**config.mk**
```make
export PLATFORM = sky130hd
export DESIGN_NAME = flash_prot_ctrl
export DESIGN_NICKNAME = d
export VERILOG_FILES = /design/src/rtl/flash_prot_pkg.sv /design/src/rtl/flash_prot_range.sv /design/src/rtl/flash_prot_sreg.sv /design/src/rtl/flash_prot_gate.sv /design/src/rtl/flash_prot_ctrl.sv
export SDC_FILE = /design/constraint.sdc
export NUM_CORES = 1
export LEC_CHECK = 0
export BUFFER_PORTS_ARGS = -buffer_cell sky130_fd_sc_hd__buf_2
export CAP_MARGIN = 30
export CORE_AREA = 4 4 42 44
export DETAILED_ROUTE_END_ITERATION = 16
export DIE_AREA = 0 0 46 48
export PLACE_DENSITY = 0.73
export SYNTH_ARGS = -nofsm -noshare
export SYNTH_HDL_FRONTEND = slang
export SYNTH_SLANG_ARGS = --single-unit
```
**constraint.sdc**
```tcl
create_clock -name clk_i -period 3.9 [get_ports clk_i]
set_input_delay 0.195 -clock clk_i [delete_from_list [all_inputs] [get_ports clk_i]]
set_output_delay 0.195 -clock clk_i [all_outputs]
set_load 0.02 [all_outputs]
```
**src/rtl/flash_prot_pkg.sv**
```systemverilog
package flash_prot_pkg;
  typedef enum logic [3:0] {
    CMD_NONE  = 4'd0,
    CMD_WREN  = 4'd1,
    CMD_WRDI  = 4'd2,
    CMD_EWSR  = 4'd3,
    CMD_WRSR  = 4'd4,
    CMD_PROG  = 4'd5,
    CMD_SECT  = 4'd6,
    CMD_BLOCK = 4'd7,
    CMD_CHIP  = 4'd8,
    CMD_RDSR  = 4'd9,
    CMD_OTHER = 4'd10
  } cmd_e;

  localparam int unsigned SB_BUSY = 0;
  localparam int unsigned SB_WEL  = 1;
  localparam int unsigned SB_BP0  = 2;
  localparam int unsigned SB_BP1  = 3;
  localparam int unsigned SB_LOCK = 7;

  function automatic logic is_pe(input cmd_e op);
    return (op == CMD_PROG) || (op == CMD_SECT) || (op == CMD_BLOCK) || (op == CMD_CHIP);
  endfunction
endpackage

```
**src/rtl/flash_prot_range.sv**
```systemverilog
module flash_prot_range
  import flash_prot_pkg::*;
(
  input  logic [1:0] bp_i,
  input  cmd_e       op_i,
  input  logic [1:0] addr_top_i,   // two MSBs of the target address
  output logic       hit_o
);
  always_comb begin
    unique case (bp_i)
      2'b00: hit_o = 1'b0;
      // quarter level: block erase exempt
      2'b01: hit_o = (op_i == CMD_CHIP) ||
                     ((op_i != CMD_BLOCK) && (addr_top_i == 2'b11));
      2'b10: hit_o = (op_i == CMD_CHIP) || addr_top_i[1];
      default: hit_o = 1'b1;
    endcase
  end
endmodule

```
**src/rtl/flash_prot_sreg.sv**
```systemverilog
module flash_prot_sreg
  import flash_prot_pkg::*;
#(
  parameter logic [1:0] BP_RST = 2'b11
) (
  input  logic       clk_i,
  input  logic       rst_ni,
  input  logic       cmd_valid_i,
  input  cmd_e       op_i,
  input  logic [7:0] wr_data_i,
  input  logic       wp_ni,
  input  logic       busy_i,
  output logic [1:0] bp_o,
  output logic       lock_o,
  output logic       armed_o
);
  logic wr_ok;
  logic unused_data;

  assign unused_data = ^{wr_data_i[6:4], wr_data_i[1:0]};
  assign wr_ok = cmd_valid_i && (op_i == CMD_WRSR) && armed_o && !busy_i &&
                 !(lock_o && !wp_ni);

  always_ff @(posedge clk_i or negedge rst_ni) begin
    if (!rst_ni) begin
      bp_o    <= BP_RST;
      lock_o  <= 1'b0;
      armed_o <= 1'b0;
    end else begin
      if (cmd_valid_i) armed_o <= (op_i == CMD_EWSR) && !busy_i;
      if (wr_ok) begin
        bp_o   <= {wr_data_i[SB_BP1], wr_data_i[SB_BP0]};
        lock_o <= wr_data_i[SB_LOCK];
      end
    end
  end
endmodule

```
**src/rtl/flash_prot_gate.sv**
```systemverilog
module flash_prot_gate
  import flash_prot_pkg::*;
(
  input  logic clk_i,
  input  logic rst_ni,
  input  logic cmd_valid_i,
  input  cmd_e op_i,
  input  logic hit_i,
  input  logic op_done_i,
  output logic wel_o,
  output logic busy_o,
  output logic grant_valid_o,
  output logic grant_o
);
  logic pe_req, pe_ok;

  assign pe_req = cmd_valid_i && is_pe(op_i);
  assign pe_ok  = pe_req && !busy_o && wel_o && !hit_i;

  always_ff @(posedge clk_i or negedge rst_ni) begin
    if (!rst_ni) begin
      wel_o         <= 1'b0;
      busy_o        <= 1'b0;
      grant_valid_o <= 1'b0;
      grant_o       <= 1'b0;
    end else begin
      grant_valid_o <= pe_req;
      grant_o       <= pe_ok;
      if (pe_ok)          busy_o <= 1'b1;
      else if (op_done_i) busy_o <= 1'b0;
      if (cmd_valid_i && !busy_o) begin
        if (op_i == CMD_WREN)               wel_o <= 1'b1;
        else if (op_i == CMD_WRDI || pe_req) wel_o <= 1'b0;
      end
    end
  end
endmodule

```
**src/rtl/flash_prot_ctrl.sv**
```systemverilog
module flash_prot_ctrl
  import flash_prot_pkg::*;
#(
  parameter int unsigned ADDR_W = 16
) (
  input  logic              clk_i,
  input  logic              rst_ni,
  input  logic              cmd_valid_i,
  input  logic [3:0]        cmd_op_i,
  input  logic [ADDR_W-1:0] addr_i,
  input  logic [7:0]        wr_data_i,
  input  logic              wp_ni,
  input  logic              op_done_i,
  output logic [7:0]        status_o,
  output logic              grant_valid_o,
  output logic              grant_o
);
  cmd_e       op;
  logic [1:0] bp;
  logic       lock, wel, busy, hit, ewsr_armed;
  logic       unused_addr;

  assign op = cmd_e'(cmd_op_i);
  assign unused_addr = ^addr_i[ADDR_W-3:0];

  flash_prot_range u_range (
    .bp_i       (bp),
    .op_i       (op),
    .addr_top_i (addr_i[ADDR_W-1:ADDR_W-2]),
    .hit_o      (hit)
  );

  flash_prot_sreg u_sreg (
    .clk_i, .rst_ni, .cmd_valid_i,
    .op_i      (op),
    .wr_data_i,
    .wp_ni,
    .busy_i    (busy),
    .bp_o      (bp),
    .lock_o    (lock),
    .armed_o   (ewsr_armed)
  );

  flash_prot_gate u_gate (
    .clk_i, .rst_ni, .cmd_valid_i,
    .op_i          (op),
    .hit_i         (hit),
    .op_done_i,
    .wel_o         (wel),
    .busy_o        (busy),
    .grant_valid_o,
    .grant_o
  );

  always_comb begin
    status_o          = '0;
    status_o[SB_BUSY] = busy;
    status_o[SB_WEL]  = wel;
    status_o[SB_BP0]  = bp[0];
    status_o[SB_BP1]  = bp[1];
    status_o[SB_LOCK] = lock;
  end
endmodule

```
# After elaboration in Yosys (flattened, before gate mapping)
# Cells that the tools add are included.
# word_totals
reg_bits,8
latchBits,0
ram_bits,0
romBits,0
out_inout_bits,10
wordCells,50
n_memories,0
# op_classes
n_addsub,0
mul,0
n_div,0
n_lt_le_gt_ge,0
n_eq_ne,12
shift,0
muxes,5
bitwise,0
n_reduce_logical,26
# op_table
operator,count
$eq 4x3->1 const B,4
$logic_and 1x1->1,12
$eq 4x2->1 const B,2
$logic_or 1x1->1,6
$eq 2x2->1 const B,2
$eq 4x1->1 const B,1
$eq 4x4->1 const B,1
$logic_not 1->1,4
$mux 1,4
$ne 4x3->1 const B,1
$reduce_bool 2->1,2
$pmux 1 s3,1
$eq 2x1->1 const B,1
$logic_not 2->1,1
$reduce_and 2->1,1

# Depth between registers and ports, before layout
# Gate-level depths: netlist of the first run.
# depth
depth_word,9
mapped_depth,6

# By module
# From an unflattened synthesis of the first run, not the netlist that was laid out.
# hier_totals
hier_cells,53
hier_area_um2,611.8
# by_module_without_submodules
module,n_inst,cells_per_inst,area_each_um2,seq_area_each_um2
flash_prot_gate,1,22,260.2,100.1
flash_prot_sreg,1,14,206.4,102.6
flash_prot_range,1,10,96.3,0.0
flash_prot_ctrl,1,7,48.8,0.0

# Least setup slack after synthesis of the first run
# No wires, ideal clock.
# synth_path
kind,reg-to-reg
from,reg u_gate.busy_o
to,reg u_gate.wel_o
setup_time_ns,0.129
t_arrival_ns,1.364
setup_slack_ns,2.407
path_stages_with_launch,5
path_cell_list,dfrtp_1 > nand2b_1 > or4b_2 > a21oi_1 > a31oi_1
# synth_via
elab_chain_len,3
# synth_rtl
element,line,rtl
start: declaration,flash_prot_gate.sv:11,"output logic busy_o,"
start signal: assignment,flash_prot_gate.sv:23,busy_o <= 1'b0;
start signal: assignment,flash_prot_gate.sv:29,if (pe_ok) busy_o <= 1'b1;
start signal: assignment,flash_prot_gate.sv:30,else if (op_done_i) busy_o <= 1'b0;
$logic_not 1->1,flash_prot_gate.sv:31,if (cmd_valid_i && !busy_o) begin
$logic_and 1x1->1,flash_prot_gate.sv:31,
$reduce_and 2->1 (no source line),n/a,
end signal: assignment,flash_prot_gate.sv:22,wel_o <= 1'b0;
end signal: assignment,flash_prot_gate.sv:32,if (op_i == CMD_WREN) wel_o <= 1'b1;
end signal: assignment,flash_prot_gate.sv:33,else if (op_i == CMD_WRDI || pe_req) wel_o <= 1'b0;
end: declaration,flash_prot_gate.sv:10,"output logic wel_o,"
# Every way passes these cells.
# A chain may end at the register's enable or synchronous reset.

# Final worst setup path of the first run
# Ends and elaborated chain as after synthesis.

==> results of run 1 <==
-- power breakdown --
group / leakage (nW) / internal (mW) / switching, mW
clock network: 0.0150 / 0.0393 / 0.0307
registers: 0.103 / 0.0874 / 0.00288
logic: 0.183 / 0.0143 / 0.0205
total: 0.301 / 0.141 / 0.0540
-- layer usage --
| layer | routed length [um] | vias to the layer above | global-route usage | share of wire |
|---|---|---|---|---|
| li1 | - | 214 | - | - |
| met1 | 474 | 195 | 0.1281 | 0.46 |
| met2 | 449 | 17 | 0.1593 | 0.43 |
| met3 | 112 | 0 | 0.07143 | 0.11 |
| met4 | 0 | 0 | 0 | 0 |
| met5 | 0 | - | 0 | 0 |
-- area by class of cell --
type                            instances  area share
Sequential cell                         8      0.3246
Timing Repair Buffer                   21      0.1764
Inverter                                4     0.02405
Multi-Input combinational cell         35      0.4008
Tap cell                               16     0.03206
Clock buffer                            4     0.04208
-- cell usage in the layout, fill, tap and decap left out, types with 3 or more instances in the layout --
cell type / count
nand2_1: 3
conb_1: 3
buf_2: 20
clkbuf_4: 3
dfrtp_1: 6
nor2_1: 3
nand2b_1: 3
inv_1: 4
-- Yosys cell counts (2+ instances only) --
cell type / number / area share
a21oi_1: 2 / 0.020
buf_4: 6 / 0.089
dfrtp_1: 6 / 0.30
dfstp_2: 2 / 0.10
ha_1: 2 / 0.049
inv_1: 4 / 0.030
mux2_2: 2 / 0.045
nand2_1: 3 / 0.022
nand2b_1: 3 / 0.037
nor2_1: 3 / 0.022
o211ai_1: 2 / 0.030
-- registers in the layout (all words and copies together) (netlist names) --
signal                count
u_gate.busy_o             1
u_sreg.armed_o            1
u_gate.grant_o            1
u_sreg.bp_o               2
u_gate.grant_valid_o      1
u_sreg.lock_o             1
u_gate.wel_o              1
-- worst max-delay path by stage --
| stage | from | endpoint | slack, ps | cells after the start |
|---|---|---|---|---|
| CTS | u_gate.busy_o$_DFFE_PN0P_ | u_gate.wel_o$_DFFE_PN0P_ | 2320 | 4 |
| floorplan | u_gate.busy_o$_DFFE_PN0P_ | u_gate.wel_o$_DFFE_PN0P_ | 2410 | 4 |
| finish | u_gate.busy_o$_DFFE_PN0P_ | u_gate.wel_o$_DFFE_PN0P_ | 2320 | 4 |
| global route | u_gate.busy_o$_DFFE_PN0P_ | u_sreg.bp_o[1]$_DFFE_PN1P_ | 2250 | 4 |
| global placement | u_gate.busy_o$_DFFE_PN0P_ | u_gate.wel_o$_DFFE_PN0P_ | 2350 | 4 |
| detailed placement | u_gate.busy_o$_DFFE_PN0P_ | u_gate.wel_o$_DFFE_PN0P_ | 2320 | 4 |
-- cells by family (layout without fill, tap and decap cells) --
family,count (synthesis),in the layout,synth area share
AND/OR/NAND/NOR,15,15,0.1832
AO/OA/AOI/OAI,13,13,0.1956
buffers and inverters,10,29,0.1188
flip-flops,8,8,0.4010
adder cells (fa/ha/maj),2,2,0.04950
multiplexers,2,2,0.04455
other,1,3,0.007419
==> qor.txt, run 1 <==
Async SR Flop Fraction -> 1.000
PwrDens -> 312.5 nW/um^2
Synth warnings -> 0
Final setup violation count -> 0
Crit path largest cell delay -> 620 ps
Clock buffer depth -> 2
Post-DP Area -> 588.1 um^2
DRT antenna net count -> 0
Core area -> 1436 um^2
Hold Fails Final Rpt -> 0
Cts hold-fix bufs -> 1
Port Buffers -> 20
Ports -> 43
Final WS setup -> 2323 ps
Arrival time worst endpoint -> 1720 ps
R2R cell count -> 4
Hold Worst Slack -> 128.6 ps
Post-synthesis sequential area ratio -> 0.4010
Crit path max-delay family -> simple AND/OR/NAND/NOR gates
1st-pass router iterations -> 4
Routed WL -> 1.037 mm
Yosys reg bits -> 8
CTS buffer count -> 3
Area delta synth->final -> 23.51%
CTS tree -> done
Ant diodes -> 0
Die ar. -> 2208 um^2
FF+latch area -> 202.7 um^2
Hold WC Path Type -> primary input to flip-flop
# Post-CTS Setup Buffers -> 0
Final HPWL DP -> 825.5 um
LEAKAGE -> 0.3010 nW
Initial antenna violation count -> 0
Commonest register cell after synthesis -> dfrtp_1
# DRC -> 0
Post-layout min period -> 1577 ps
WP data required -> 4040 ps
Clock network latency to the later pin of the worst-skew pair -> 260 ps
Cell area after layout -> 624.3 um^2
Filler Cells Inserted -> 152
Mapped Area -> 505.5 um^2
H-Tree Level Count -> 1
Setup Crit Path Kind -> flip-flop to flip-flop
Gpl congestion -> 0.6793
RSZ-0062 raised after global routing -> false
Post-synth EDFFs -> 0
Global route overflow -> 0
Crit. End Element -> flip-flop
Worst hold path stage count -> 2
Clock sink count -> 8
WL per Instance -> 11.78 um
Site Rows -> 14
PostCTS Resize Cnt -> 0
Cells after Synth -> 51
Slew Viols, Final -> 0
Part of the cycle the worst path needs -> 0.4044
R2R Path End -> u_gate.wel_o$_DFFE_PN0P_
Area of the multi-input gates -> 250.2 um^2
Status -> finished clean
RR Startpoint -> u_gate.busy_o$_DFFE_PN0P_
DR vias/cell -> 4.841
Die X -> 46 um
HP Start -> op_done_i
CP max stage cell -> or4b_2
Startpoint type of the worst setup path -> flip-flop
Starting DRC count in detailed routing -> 9
MaxCap Viol Count -> 0
Maximum vdd drop -> 0.1763 mV
Root buffer cell -> clkbuf_4
Placed Instances -> 83
Register-to-register setup slack -> 2320 ps
Crit path cell chain -> nand2b_1, or4b_2, a21oi_1, a31oi_1
Mean Syn Cell Area -> 9.911 um^2
Worst slack, placed -> 2324 ps
Tot Pwr -> 0.1951 mW
Worst-path clk slew -> 60 ps
First-pass GRT wire length -> 1.614 mm
Initial Utilization -> 0.3519
Fmax -> 0.6340 GHz
Non-filler cells, final -> 88
Fin nets -> 108
Worst Skew -> 6.364 ps
Die extent in y -> 48 um
Via count -> 426
Utilization after layout -> 0.4347
Hold EP -> u_gate.busy_o$_DFFE_PN0P_
Vias in the first global route -> 383
Share of cells above drive strength 1 -> 0.4306
CP max FO -> 5
Final setup TNS -> 0 ps
Buffers & Inverters on Critical Path -> 0
Largest net degree at the start of global routing -> 9
Yosys cell types -> 27
Global-route usage over all layers -> 0.1038
No activity file was read; power rests on OpenSTA's default activity.
==> inputs of run 2 (changes only) <==
--- a/config.mk
+++ b/config.mk
@@ -7,10 +7,10 @@
 export LEC_CHECK = 0
 export BUFFER_PORTS_ARGS = -buffer_cell sky130_fd_sc_hd__buf_2
 export CAP_MARGIN = 30
-export CORE_AREA = 4 4 42 44
+export CORE_AREA = 4 4 45 47
 export DETAILED_ROUTE_END_ITERATION = 16
-export DIE_AREA = 0 0 46 48
-export PLACE_DENSITY = 0.73
+export DIE_AREA = 0 0 49 51
+export PLACE_DENSITY = 0.67
 export SYNTH_ARGS = -nofsm -noshare
 export SYNTH_HDL_FRONTEND = slang
 export SYNTH_SLANG_ARGS = --single-unit
==> constraint.sdc (replaced) <==
create_clock -name clk_i -period 1.3 [get_ports clk_i]
set_input_delay 0.065 -clock clk_i [delete_from_list [all_inputs] [get_ports clk_i]]
set_output_delay 0.065 -clock clk_i [all_outputs]
set_load 0.02 [all_outputs]
==> run 2 against run 1 <==
Effect of this change: the run now ends with setup timing left; cell count up 10%; first-iteration DRC count down 100%; maximum frequency up 5.3%; clock skew down 6.2 ps; wire length up 19%; sequential power rose to 3.0 times the previous value; worst hold slack worse by 110 ps; via count up 11%; cell area up 19%; flip-flop and latch count unchanged; total power rose to 3.0 times the previous value; worst setup slack worse by 2500 ps; critical endpoint is now u_sreg.bp_o[0]$_DFFE_PN1P_.
==> qor.txt, run 2 (synthesis results as in run 1) <==
CTS tree -> done
Setup Crit Path Kind -> flip-flop to flip-flop
CP max stage cell -> or3b_4
Clock buffer depth -> 2 (unchanged)
Crit path cell chain -> or3b_4, nor3_4, a21boi_4, mux2_2
Seq pwr share -> 0.460 (-0.003)
Largest Register -> u_sreg.bp_o
P_sw -> 0.1588 mW (+190%)
Tot Pwr -> 0.5891 mW (+200%)
Via count -> 474 (+11%)
Gpl congestion -> 0.8027 (+18%)
H-Tree Level Count -> 1 (unchanged)
Hold WC Path Type -> primary input to flip-flop
Hold Worst Slack -> 22.16 ps (-106.5 ps)
Initial antenna violation count -> 0 (unchanged)
Max reg flops -> 2 (unchanged)
Status -> finished with violations
Part of the cycle the worst path needs -> 1.152 (+0.7475)
Die ar. -> 2499 um^2 (+13%)
Register-to-register setup slack -> -200 ps (-2520 ps)
R2R cell count -> 4 (unchanged)
Cell area after layout -> 742.0 um^2 (+19%)
Slew Viols, Final -> 0 (unchanged)
FF+latch area -> 202.7 um^2 (unchanged)
RSZ-0062 raised after global routing -> true
Global-route usage over all layers -> 0.09963 (-0.004165)
Internal power -> 0.4303 mW (+210%)
CTS buffer count -> 3 (unchanged)
Initial Utilization -> 0.3061 (-0.04586)
Area delta synth->final -> 46.78%
Utilization after layout -> 0.4492 (+0.01457)
Clock network latency to the later pin of the worst-skew pair -> 240 ps (-20 ps)
Clock sink count -> 8 (unchanged)
Fin nets -> 117 (+8.3%)
Final WS setup -> -197.5 ps (-2520 ps)
Post-DP Area -> 665.6 um^2 (+13%)
CP max FO -> 2 (-3)
WL per Instance -> 12.72 um (+8.0%)
Fmax -> 0.6678 GHz (+5.3%)
Largest net degree at the start of global routing -> 9 (unchanged)
Root buffer cell -> clkbuf_4
DRT antenna net count -> 0 (unchanged)
Starting DRC count in detailed routing -> 0 (-9)
Site Rows -> 15 (+1)
MaxCap Viol Count -> 0 (unchanged)
DR vias/cell -> 4.887 (+0.94%)
Final HPWL DP -> 1.013 mm (+23%)
Commonest non-fill, non-tap cells in the layout -> buf_2, buf_4, dfrtp_1
Vias in the first global route -> 485 (+27%)
Worst hold path stage count -> 2 (unchanged)
Worst Skew -> 0.1703 ps (-6.194 ps)
Clock power share -> 0.305 (-0.054)
Hold Fails Final Rpt -> 0 (unchanged)
Final setup TNS -> -489.3 ps (-489.3 ps)
R2R Path End -> u_sreg.bp_o[0]$_DFFE_PN1P_
Post-layout min period -> 1497 ps (-79.74 ps)
PwrDens -> 793.9 nW/um^2 (+150%)
Ant diodes -> 0 (unchanged)
Hold EP -> u_gate.busy_o$_DFFE_PN0P_
First-pass GRT wire length -> 1.932 mm (+20%)
Die X -> 49 um (+6.5%)
Core area -> 1652 um^2 (+15%)
HP Start -> op_done_i
Global route overflow -> 0 (unchanged)
Crit path largest cell delay -> 380 ps (-240 ps)
Maximum vdd drop -> 0.4578 mV (+160%)
Net Sw Frac -> 0.2695 (-0.007535)
Failing checks -> setup timing
WP data required -> 1470 ps (-2570 ps)
Crit. End Element -> flip-flop
Die extent in y -> 51 um (+6.3%)
Port Buffers -> 20 (unchanged)
Ports -> 43 (unchanged)
# DRC -> 0 (unchanged)
Combinational Power Share -> 0.234 (+0.055)
Filler Cells Inserted -> 163 (+7.2%)
RR Startpoint -> u_sreg.armed_o$_DFFE_PN0P_
Commonest non-fill, non-tap cell in the layout -> buf_2
LEAKAGE -> 0.3645 nW (+21%)
1st-pass router iterations -> 1 (-3)
Final setup violation count -> 5 (+5)
Startpoint type of the worst setup path -> flip-flop
Area of the multi-input gates -> 302.8 um^2 (+21%)
Arrival time worst endpoint -> 1670 ps (-50 ps)
Worst-path clk slew -> 50 ps (about the same)
Share of cells above drive strength 1 -> 0.6000 (+0.1694)
Routed WL -> 1.234 mm (+19%)
[run 2: cell type report]
| type | instances | share of cell area |
|---|---|---|
| Clock buffer | 3 | 0.03035 |
| Sequential cell | 8 | 0.2732 |
| Inverter | 4 | 0.02024 |
| Tap cell | 17 | 0.02867 |
| Timing Repair Buffer | 30 | 0.2395 |
| Multi-Input combinational cell | 35 | 0.4081 |
[run 2: what timing repair did]
| item | CTS | global route |
|---|---|---|
| setup buffers | 1 | 1 |
| hold buffers | 1 | 0 |
| endpoints found under the setup margin | 5 | 6 |
| resized for setup | 2 | 5 |
| endpoints found under the hold margin | 8 | 0 |
| pin swaps | 5 | 1 |
[run 2: per-layer routing]
metal	routed length [um]	up-vias	global-route usage
met1	488	225	0.1075
met3	71	0	0.04956
met5	0	-	0
met4	0	0	0.01345
li1	-	238	-
met2	673	11	0.1783
[run 2: worst max-delay path by stage]
stage,from,to,slack [ps]
finish,u_sreg.armed_o$_DFFE_PN0P_,u_sreg.bp_o[0]$_DFFE_PN1P_,-200
global placement,u_sreg.armed_o$_DFFE_PN0P_,u_sreg.bp_o[0]$_DFFE_PN1P_,-130
CTS,u_sreg.armed_o$_DFFE_PN0P_,u_sreg.bp_o[0]$_DFFE_PN1P_,-170
detailed placement,u_sreg.armed_o$_DFFE_PN0P_,u_sreg.bp_o[0]$_DFFE_PN1P_,-170
global route,u_sreg.armed_o$_DFFE_PN0P_,u_sreg.bp_o[1]$_DFFE_PN1P_,-260
floorplan,u_sreg.armed_o$_DFFE_PN0P_,u_sreg.bp_o[0]$_DFFE_PN1P_,-130
[run 2: worst max-delay path: cells and delay by family (launching register included)]
family | cells | cell delay [ps]
AO/OA/AOI/OAI | 1 | 220
multiplexers | 1 | 340
flip-flops | 1 | 330
AND/OR/NAND/NOR | 2 | 520
[run 2: power groups by stage]
stage	clock (mW)	combinational, mW	sequential (mW)
2_1_floorplan	0	0.0678	0.280
3_3_place_gp	0	0.126	0.274
3_5_place_dp	0	0.131	0.274
4_1_cts	0.194	0.134	0.271
5_1_grt	0.215	0.151	0.273
6_report	0.180	0.138	0.271
[run 2: through the flow]
step,worst slack (ps),cells
floorplan,-128.6,53
detailed placement,-166.0,91
CTS,-173.4,96
finish,-197.5,97
global route,-259.1,97
global placement,-132.7,91
==> inputs of run 3 (changes only) <==
--- a/config.mk
+++ b/config.mk
@@ -11,6 +11,7 @@
 export DETAILED_ROUTE_END_ITERATION = 16
 export DIE_AREA = 0 0 49 51
 export PLACE_DENSITY = 0.67
+export RECOVER_POWER = 100
 export SYNTH_ARGS = -nofsm -noshare
 export SYNTH_HDL_FRONTEND = slang
 export SYNTH_SLANG_ARGS = --single-unit
==> run 3 against run 2 <==
Effect of this change: the flow still finishes with violations (setup timing); utilization shrank 0.23 points; clock-buffer cell count unchanged; via count is 0.63% lower; first-iteration DRC count unchanged; highest routed layer unchanged; combinational power barely moved; critical endpoint unchanged.
==> qor.txt, run 3 (synthesis results as in run 1) <==
Starting DRC count in detailed routing -> 0 (unchanged)
Filler Cells Inserted -> 166 (+1.8%)
Final setup violation count -> 5 (unchanged)
CTS buffer count -> 3 (unchanged)
Post-layout min period -> 1497 ps (-0.7100 ps)
Fin nets -> 117 (unchanged)
Hold Fails Final Rpt -> 0 (unchanged)
Die extent in y -> 51 um (unchanged)
First-pass GRT wire length -> 1.932 mm (unchanged)
Clock network latency to the later pin of the worst-skew pair -> 240 ps (about the same)
Vias in the first global route -> 485 (unchanged)
Port Buffers -> 20 (unchanged)
PwrDens -> 796.7 nW/um^2 (+0.35%)
Global route overflow -> 0 (unchanged)
Global-route usage over all layers -> 0.09963 (unchanged)
Tot Pwr -> 0.5881 mW (-0.16%)
Largest net degree at the start of global routing -> 9 (unchanged)
Metal-1 WL -> 486 um (-0.41%)
WP data required -> 1470 ps (about the same)
Root buffer cell -> clkbuf_4
Met3 routed WL -> 72 um (+1.4%)
Status -> finished with violations
Ant diodes -> 0 (unchanged)
Worst slack, placed -> -166.0 ps (unchanged)
Core area -> 1652 um^2 (unchanged)
P_sw -> 0.1589 mW (+0.11%)
Area delta synth->final -> 46.04%
H-Tree Level Count -> 1 (unchanged)
Initial antenna violation count -> 0 (unchanged)
Arrival time worst endpoint -> 1670 ps (about the same)
Slew Viols, Final -> 0 (unchanged)
Commonest non-fill, non-tap cells in the layout -> buf_2, buf_4, dfrtp_1
Combinational Power Share -> 0.233 (about the same)
Largest Register -> u_sreg.bp_o
MaxCap Viol Count -> 0 (unchanged)
Net Sw Frac -> 0.2702 (+0.0007247)
Hold Worst Slack -> 22.16 ps (-0.004100 ps)
Via count -> 471 (-0.63%)
Crit. End Element -> flip-flop
Clock power share -> 0.306 (about the same)
Share of cells above drive strength 1 -> 0.5625 (-0.03750)
Ports -> 43 (unchanged)
LEAKAGE -> 0.3524 nW (-3.3%)
Internal power -> 0.4292 mW (-0.26%)
# DRC -> 0 (unchanged)
Max reg flops -> 2 (unchanged)
Worst-path clk slew -> 50 ps (about the same)
Final WS setup -> -196.8 ps (+0.7100 ps)
Clock buffer depth -> 2 (unchanged)
Final HPWL DP -> 1.013 mm (unchanged)
CP max FO -> 2 (unchanged)
Top layer in use -> met3
Part of the cycle the worst path needs -> 1.151 (about the same)
Placed Instances -> 91 (unchanged)
Fmax -> 0.6681 GHz (about the same)
Startpoint type of the worst setup path -> flip-flop
Commonest non-fill, non-tap cell in the layout -> buf_2
Seq pwr share -> 0.461 (about the same)
DR vias/cell -> 4.856 (-0.63%)
Hold WC Path Type -> primary input to flip-flop
Die ar. -> 2499 um^2 (unchanged)
Gpl congestion -> 0.8027 (unchanged)
Non-filler cells, final -> 97 (unchanged)
Met2 wire length -> 673 um (unchanged)
Register-to-register setup slack -> -200 ps (about the same)
Routed WL -> 1.232 mm (-0.16%)
Maximum vdd drop -> 0.4590 mV (+0.26%)
CTS tree -> done
Clock sink count -> 8 (unchanged)
Worst Skew -> 0.1703 ps (unchanged)
WL per Instance -> 12.70 um (-0.16%)
Site Rows -> 15 (unchanged)
Die X -> 49 um (unchanged)
RSZ-0062 raised after global routing -> true
Failing checks -> setup timing
1st-pass router iterations -> 1 (unchanged)
DRT antenna net count -> 0 (unchanged)
Initial Utilization -> 0.3061 (unchanged)
Setup Crit Path Kind -> flip-flop to flip-flop
## run 3: power by group through the flow
stage	combinational, mW	sequential, mW	clock [mW]
final	0.137	0.271	0.180
after global routing	0.150	0.273	0.215
after CTS	0.134	0.271	0.194
after detailed placement	0.131	0.274	0
after global placement	0.126	0.274	0
after floorplan	0.0678	0.280	0
## run 3: routing by layer
metal,vias to the layer above,GRT usage
li1,237,-
met1,223,0.1075
met2,11,0.1783
met3,0,0.04956
met4,0,0.01345
met5,-,0
## run 3: worst max-delay path, cell delays in order, from the launching register on
cell and delay [ps]:
dfrtp_1 330, or3b_4 380, nor3_4 140, a21boi_4 220, mux2_2 340
## run 3: stage by stage
step / instance area [um^2] / util / TNS, ps
2_1_floorplan: 536.8 / - / -324.4
3_3_place_gp: 665.6 / 0.4030 / -275.5
3_5_place_dp: 665.6 / 0.4030 / -393.8
4_1_cts: 709.4 / 0.4295 / -405.0
5_1_grt: 738.2 / 0.4470 / -857.7
6_report: 738.2 / 0.4470 / -488.5
## run 3: path summary, 6_finish.rpt
path,endpoint,depth (start not counted),startpoint
worst max-delay path,u_sreg.bp_o[0]$_DFFE_PN1P_,4,u_sreg.armed_o$_DFFE_PN0P_
worst min-delay path,u_gate.busy_o$_DFFE_PN0P_,2,op_done_i
worst max register to register,u_sreg.bp_o[0]$_DFFE_PN1P_,4,u_sreg.armed_o$_DFFE_PN0P_
worst min register to register,u_sreg.armed_o$_DFFE_PN0P_,2,u_sreg.armed_o$_DFFE_PN0P_
max in group asynchronous,u_sreg.bp_o[0]$_DFFE_PN1P_,2,rst_ni
min in group asynchronous,u_gate.busy_o$_DFFE_PN0P_,2,rst_ni
## run 3: timing repair
action / CTS / global route
setup buffers: 1 / 1
hold buffers: 1 / 0
endpoints found under the hold margin: 8 / 0
pin swaps: 5 / 1
setup endpoints to repair: 5 / 6
resized for setup: 2 / 5
## run 3: final cells by class
type | count | area (um^2) | share of cell area
clock buffer | 3 | 22.52 | 0.03051
inverter | 4 | 15.01 | 0.02034
multi-input combinational | 35 | 302.8 | 0.4102
sequential | 8 | 202.7 | 0.2746
tap | 17 | 21.27 | 0.02881
timing repair buffer | 30 | 173.9 | 0.2356
